[src/rtl/rpf_pkg.sv]
package rpf_pkg;
  localparam int ADDR_W      = 4;
  localparam int CMD_W       = 2;
  localparam int NUM_WEIGHTS = 7;

  typedef enum logic [ADDR_W-1:0] {
    A_IDLE_OPEN = 4'd0,
    A_IDLE_PRE  = 4'd1,
    A_IDLE_PD   = 4'd2,
    A_CMD_ACT   = 4'd3,
    A_CMD_RD    = 4'd4,
    A_CMD_WR    = 4'd5,
    A_ODT       = 4'd6,
    A_THRESH    = 4'd7,
    A_LOCK      = 4'd8
  } reg_addr_e;

  typedef enum logic [CMD_W-1:0] {
    CMD_NONE = 2'd0,
    CMD_ACT  = 2'd1,
    CMD_RD   = 2'd2,
    CMD_WR   = 2'd3
  } cmd_e;
endpackage

[src/rtl/rpf_weight_regs.sv]
module rpf_weight_regs
  import rpf_pkg::*;
#(
  parameter int WEIGHT_W = 8,
  parameter int THR_W    = 10
) (
  input  logic                            clk,
  input  logic                            rst,
  input  logic                            wr_en,
  input  logic [ADDR_W-1:0]               wr_addr,
  input  logic [THR_W-1:0]                wr_data,
  output logic [NUM_WEIGHTS*WEIGHT_W-1:0] weights_flat,
  output logic [THR_W-1:0]                thr_q,
  output logic                            locked
);
  localparam int IDX_W = $clog2(NUM_WEIGHTS);

  logic [WEIGHT_W-1:0] wt_q [NUM_WEIGHTS];
  logic                wt_hit;

  assign wt_hit = wr_en && !locked && (wr_addr < ADDR_W'(NUM_WEIGHTS));

  // weight table: one write port, indexed by address
  always_ff @(posedge clk) begin
    if (rst) begin
      for (int i = 0; i < NUM_WEIGHTS; i++) wt_q[i] <= '0;
    end else if (wt_hit) begin
      wt_q[wr_addr[IDX_W-1:0]] <= wr_data[WEIGHT_W-1:0];
    end
  end

  always_ff @(posedge clk) begin
    if (rst) begin
      thr_q  <= '0;
      locked <= 1'b0;
    end else begin
      if (wr_en && wr_addr == A_THRESH) thr_q <= wr_data;
      if (wr_en && wr_addr == A_LOCK && wr_data[0]) locked <= 1'b1;
    end
  end

  genvar g;
  generate
    for (g = 0; g < NUM_WEIGHTS; g++) begin : g_flat
      assign weights_flat[g*WEIGHT_W +: WEIGHT_W] = wt_q[g];
    end
  endgenerate
endmodule

[src/rtl/rpf_weight_sel.sv]
module rpf_weight_sel
  import rpf_pkg::*;
#(
  parameter int WEIGHT_W = 8,
  parameter int SUM_W    = 10
) (
  input  logic                            page_open,
  input  logic                            power_down,
  input  logic                            cs,
  input  logic [CMD_W-1:0]                cmd_code,
  input  logic                            odt,
  input  logic [NUM_WEIGHTS*WEIGHT_W-1:0] weights_flat,
  output logic [SUM_W-1:0]                sum
);
  localparam int RAW_W   = ((WEIGHT_W + 2) > SUM_W ? (WEIGHT_W + 2) : SUM_W) + 1;
  localparam int SUM_MAX = (1 << SUM_W) - 1;
  localparam int O_OPEN  = int'(A_IDLE_OPEN) * WEIGHT_W;
  localparam int O_PRE   = int'(A_IDLE_PRE)  * WEIGHT_W;
  localparam int O_PD    = int'(A_IDLE_PD)   * WEIGHT_W;
  localparam int O_ACT   = int'(A_CMD_ACT)   * WEIGHT_W;
  localparam int O_RD    = int'(A_CMD_RD)    * WEIGHT_W;
  localparam int O_WR    = int'(A_CMD_WR)    * WEIGHT_W;
  localparam int O_ODT   = int'(A_ODT)       * WEIGHT_W;

  logic [WEIGHT_W-1:0] idle_w, cmd_w, odt_w;
  logic [RAW_W-1:0]    raw;

  always_comb begin
    if (power_down)     idle_w = weights_flat[O_PD   +: WEIGHT_W];
    else if (page_open) idle_w = weights_flat[O_OPEN +: WEIGHT_W];
    else                idle_w = weights_flat[O_PRE  +: WEIGHT_W];

    cmd_w = '0;
    if (cs) begin
      case (cmd_e'(cmd_code))
        CMD_ACT: cmd_w = weights_flat[O_ACT +: WEIGHT_W];
        CMD_RD:  cmd_w = weights_flat[O_RD  +: WEIGHT_W];
        CMD_WR:  cmd_w = weights_flat[O_WR  +: WEIGHT_W];
        default: cmd_w = '0;
      endcase
    end

    odt_w = odt ? weights_flat[O_ODT +: WEIGHT_W] : '0;

    raw = RAW_W'(idle_w) + RAW_W'(cmd_w) + RAW_W'(odt_w);
    if (raw > RAW_W'(SUM_MAX)) sum = SUM_W'(SUM_MAX);
    else                       sum = raw[SUM_W-1:0];
  end
endmodule

[src/rtl/rpf_ema_filter.sv]
module rpf_ema_filter #(
  parameter int SUM_W  = 10,
  parameter int FILT_K = 4,
  parameter int ACC_W  = SUM_W + FILT_K + 1
) (
  input  logic             clk,
  input  logic             rst,
  input  logic [SUM_W-1:0] in_sum,
  input  logic [SUM_W-1:0] thr,
  output logic [ACC_W-1:0] acc_q,
  output logic [SUM_W-1:0] avg,
  output logic             throttle
);
  logic [ACC_W-1:0] acc_next;
  logic [ACC_W-1:0] avg_next;

  assign acc_next = acc_q + ACC_W'(in_sum) - (acc_q >> FILT_K);
  assign avg_next = acc_next >> FILT_K;

  always_ff @(posedge clk) begin
    if (rst) begin
      acc_q    <= '0;
      throttle <= 1'b0;
    end else begin
      acc_q    <= acc_next;
      throttle <= (avg_next >= ACC_W'(thr));
    end
  end

  assign avg = acc_q[FILT_K +: SUM_W];
endmodule

[src/rtl/rank_power_filter.sv]
module rank_power_filter
  import rpf_pkg::*;
#(
  parameter int NUM_RANKS = 4,
  parameter int WEIGHT_W  = 8,
  parameter int SUM_W     = 10,
  parameter int FILT_K    = 4
) (
  input  logic                       clk,
  input  logic                       rst,
  input  logic                       wr_en,
  input  logic [ADDR_W-1:0]          wr_addr,
  input  logic [SUM_W-1:0]           wr_data,
  input  logic [NUM_RANKS-1:0]       page_open,
  input  logic [NUM_RANKS-1:0]       power_down,
  input  logic [NUM_RANKS-1:0]       cs,
  input  logic [NUM_RANKS*CMD_W-1:0] cmd_code,
  input  logic [NUM_RANKS-1:0]       odt,
  output logic [NUM_RANKS*SUM_W-1:0] avg_out,
  output logic [NUM_RANKS-1:0]       throttle
);
  localparam int ACC_W = SUM_W + FILT_K + 1;

  logic [NUM_WEIGHTS*WEIGHT_W-1:0] weights_flat;
  logic [SUM_W-1:0]                thr_q;
  logic                            locked;
  logic [NUM_RANKS*ACC_W-1:0]      acc_flat;
  logic [NUM_RANKS*SUM_W-1:0]      sum_flat;

  rpf_weight_regs #(
    .WEIGHT_W (WEIGHT_W),
    .THR_W    (SUM_W)
  ) u_regs (
    .clk          (clk),
    .rst          (rst),
    .wr_en        (wr_en),
    .wr_addr      (wr_addr),
    .wr_data      (wr_data),
    .weights_flat (weights_flat),
    .thr_q        (thr_q),
    .locked       (locked)
  );

  genvar r;
  generate
    for (r = 0; r < NUM_RANKS; r++) begin : g_rank
      rpf_weight_sel #(
        .WEIGHT_W (WEIGHT_W),
        .SUM_W    (SUM_W)
      ) u_sel (
        .page_open    (page_open[r]),
        .power_down   (power_down[r]),
        .cs           (cs[r]),
        .cmd_code     (cmd_code[r*CMD_W +: CMD_W]),
        .odt          (odt[r]),
        .weights_flat (weights_flat),
        .sum          (sum_flat[r*SUM_W +: SUM_W])
      );

      rpf_ema_filter #(
        .SUM_W  (SUM_W),
        .FILT_K (FILT_K),
        .ACC_W  (ACC_W)
      ) u_filt (
        .clk      (clk),
        .rst      (rst),
        .in_sum   (sum_flat[r*SUM_W +: SUM_W]),
        .thr      (thr_q),
        .acc_q    (acc_flat[r*ACC_W +: ACC_W]),
        .avg      (avg_out[r*SUM_W +: SUM_W]),
        .throttle (throttle[r])
      );
    end
  endgenerate
endmodule

[config.mk]
export PLATFORM = sky130hd
export DESIGN_NAME = rank_power_filter
export DESIGN_NICKNAME = d
export VERILOG_FILES = /design/src/rtl/rpf_pkg.sv /design/src/rtl/rpf_weight_regs.sv /design/src/rtl/rpf_weight_sel.sv /design/src/rtl/rpf_ema_filter.sv /design/src/rtl/rank_power_filter.sv
export SDC_FILE = /design/constraint.sdc
export NUM_CORES = 1
export LEC_CHECK = 0
export CORE_MARGIN = 8
export CORE_UTILIZATION = 30
export CTS_BUF_LIST = sky130_fd_sc_hd__clkbuf_4 sky130_fd_sc_hd__clkbuf_8
export DETAILED_ROUTE_END_ITERATION = 16
export GPL_TIMING_DRIVEN = 1
export SYNTH_ARGS = -nofsm -noshare
export SYNTH_HDL_FRONTEND = slang
export SYNTH_SLANG_ARGS = --single-unit
[constraint.sdc]
create_clock -name clk -period 10.65 [get_ports clk]
set_clock_uncertainty 0.1 [all_clocks]
set_input_delay 2.6625 -clock clk [delete_from_list [all_inputs] [get_ports clk]]
set_output_delay 2.6625 -clock clk [all_outputs]
set_load 0.02 [all_outputs]
==> results.cfg <==
[outcome]
status = finished, final reports clean

[sta]
setup_viol = 0
post-route-min-period_ns = 9.60
final_max_slew_viol_count = 0
relSlewSlack_pct = 35.4
setup_tns_ns = 0
hold_violations = 0
worst_pin_slew_ns = 0.966
timing.final.crit_share_pct = 90.1
setup_slack_ns = 1.05
fmax_ghz = 0.104
rsz0062_at_grt = false

[floorplanning]
dieArea_um2 = 51600
rows = 77
dieWidth_um = 227
core_area_um2 = 44100
initial_core_util_pct = 30.3
dieHeight_um = 227
ioPinCount = 85

[clocking]
cts.sinks = 131
htreeDepth = 4
post_cts_buffers = 0
cts_resized = 0
cts_buffer_depth = 2
holdBufCountCts = 0
cts_tree = built
clk_latency_ns = 0.48
cts.clk_slew.worst_paths_ns = 0.08
numCtsBuffers = 17
clock_tree.root_cell = clkbuf_8

[yosys]
ys_seq_area_share_pct = 23.2
synth_cell_type_count = 71
synth_ff_type = dfxtp_1
yosys.area_share.simple_pct = 18.7
synth_xor_area_share_pct = 5.63
syn-cell-area_um2 = 13400
synth-adder-area-share_pct = 22.9
synth_compound_area_share_pct = 15.2
synth_edf_count = 48
syn-mean-instance-area_um2 = 8.57
synth-seq-cells = 131
netlist_instances = 1561
synthesis.nets = 1818
yosys_warnings = 0
synthMuxAreaShare_pct = 6.15
synth_top_family_by_area = adder cells
ys_async_sr_fraction_pct = 0

[setup_path]
cp.required_ns = 10.94
reg2reg_to = g_rank[3].u_filt.throttle
cpMaxStageDelayCell = clkdlybuf4s50_1
endpoint_kind = flip-flop
arrival_ns = 9.89
r2r_slack_ns = 3.86
cp-start-kind = primary input
criticalPathCategory = primary input to flip-flop
timing.rr.start = u_regs.wt_q[3][0]
rr_worst_depth = 31
path_max_fanout = 10
critPathMaxStageDelay_ns = 0.73

[drt]
post-route-drc-count = 0
via_per_inst = 4.90
drt_iter0_markers = 644
finalWirelength_mm = 37.7
firstDrtPassIters = 5
dr_total_vias = 10717
detail_route.wl_per_cell_um = 17.2
antenna_left = 0

[pwr]
powerDensity_nw_per_um2 = 358
cellLeakagePower_nw = 6.54
ir_drop_mv = 0.172

[grt]
grt_pass1_wl_mm = 60.1
grt_start_max_net_pins = 48
track_usage_pct = 14.9
globalRoute.totalOverflow = 0
grt_pass1_vias = 10792
grt_antenna_before_repair = 0

[placed_design]
post-dp-hpwl_mm = 30.7
place_inst = 2156
place.port_buffers = 84
place_ws_ns = 0.691
gp_congestion = 0.906

[cells_and_area]
areaGrowthSynthToFinish_pct = 11.7
nets = 1840
drive_gt1_share_pct = 5.20
most-common-layout-cells = ha_1 (168), inv_1 (165), nor2_1 (122)
final_core_util_pct = 33.9
instances_no_fill = 2188
antenna_cells = 0
layout_commonest_cell = ha_1

[worst_hold_path]
hold_path_class = flip-flop to flip-flop
min_from = u_regs.thr_q[6]
worstHoldPathCells = 2
hold_path_end = u_regs.thr_q[6]

[job]
cap_violations = 0
## layer usage
layer,GRT usage [%],vias to the layer above,wire length [µm]
met5,0,-,0
met4,4.24,0,781
met3,2.55,40,1890
met2,24.8,247,17600
met1,19.7,5054,17500
li1,-,5376,-
## where the power goes
part	internal [mW]	switching (mW)	total (mW)
Combinational	1.86	2.21	4.07
Clock	0.262	0.237	0.499
Sequential	0.659	0.130	0.789
Total	2.78	2.58	5.35
## worst max path at each step
stage / from / end / slack, ns / cells past startpoint
global route: cmd_code[7] / g_rank[3].u_filt.throttle / 0.50 / 32
CTS: cmd_code[3] / g_rank[1].u_filt.throttle / 1.15 / 33
detailed placement: cmd_code[3] / g_rank[1].u_filt.throttle / 0.69 / 33
finish: cmd_code[3] / g_rank[1].u_filt.throttle / 1.05 / 31
floorplan: cmd_code[3] / g_rank[1].u_filt.throttle / 1.78 / 32
global placement: cmd_code[3] / g_rank[1].u_filt.throttle / 0.77 / 31
## logic make-up after synthesis
| kind of cell | Yosys count |
|---|---|
| simple gates | 490 |
| fa+ha+maj | 216 |
| xor+xnor | 86 |
| compound gates | 312 |
| mux | 78 |
| flops | 131 |
| buf+inv | 248 |
## worst max-delay path: cells and delay by family
family,cells,cell delay [ns]
xor gates and xnor gates,3,0.39
adders and majority gates,6,1.81
buffers and inverters,3,0.83
AOI/OAI and AO/OA,9,1.61
and+or+nand+nor,10,2.61
## cells in the mapped netlist (33+ instances only)
library cell	count	area share [%]
inv_1	165	4.6
o21ai_0	95	3.6
xnor2_1	56	3.7
a21oi_1	58	2.2
mux2_2	34	2.9
clkbuf_1	39	1.1
nor3_1	33	1.2
nor2_1	122	3.4
and2_1	65	3.0
buf_4	44	2.5
ha_1	168	16
dfxtp_1	83	12
mux2i_1	44	3.3
nand2_1	102	2.9
fa_1	48	7.2
nor2b_1	87	4.1
edfxtp_1	48	11
## state kept, by name, summed over array words and instances, names as in the netlist
| signal | cells |
|---|---|
| u_regs.locked | 1 |
| g_rank.u_filt.acc_q | 60 |
| u_regs.wt_q | 56 |
| g_rank.u_filt.throttle | 4 |
| u_regs.thr_q | 10 |
## final cells by class
type | count | area (µm²)
fillers | 4678 | 29200
multi-input cells | 1182 | 9180
clock buffers | 17 | 234
well taps | 592 | 741
inverters | 165 | 619
flip-flops and latches | 131 | 3100
clock inverters | 15 | 218
repair buffers | 86 | 851
## metrics by stage
stage          hold WS (ns)  instance area (µm²)  power, mW
2_1_floorplan         0.363                13400       3.97
3_3_place_gp          0.376                14500       4.76
3_5_place_dp          0.384                14500       4.86
4_1_cts               0.405                14900       5.40
5_1_grt               0.443                14900       6.02
6_report              0.399                14900       5.35
Power figures use the tool's default switching activity.
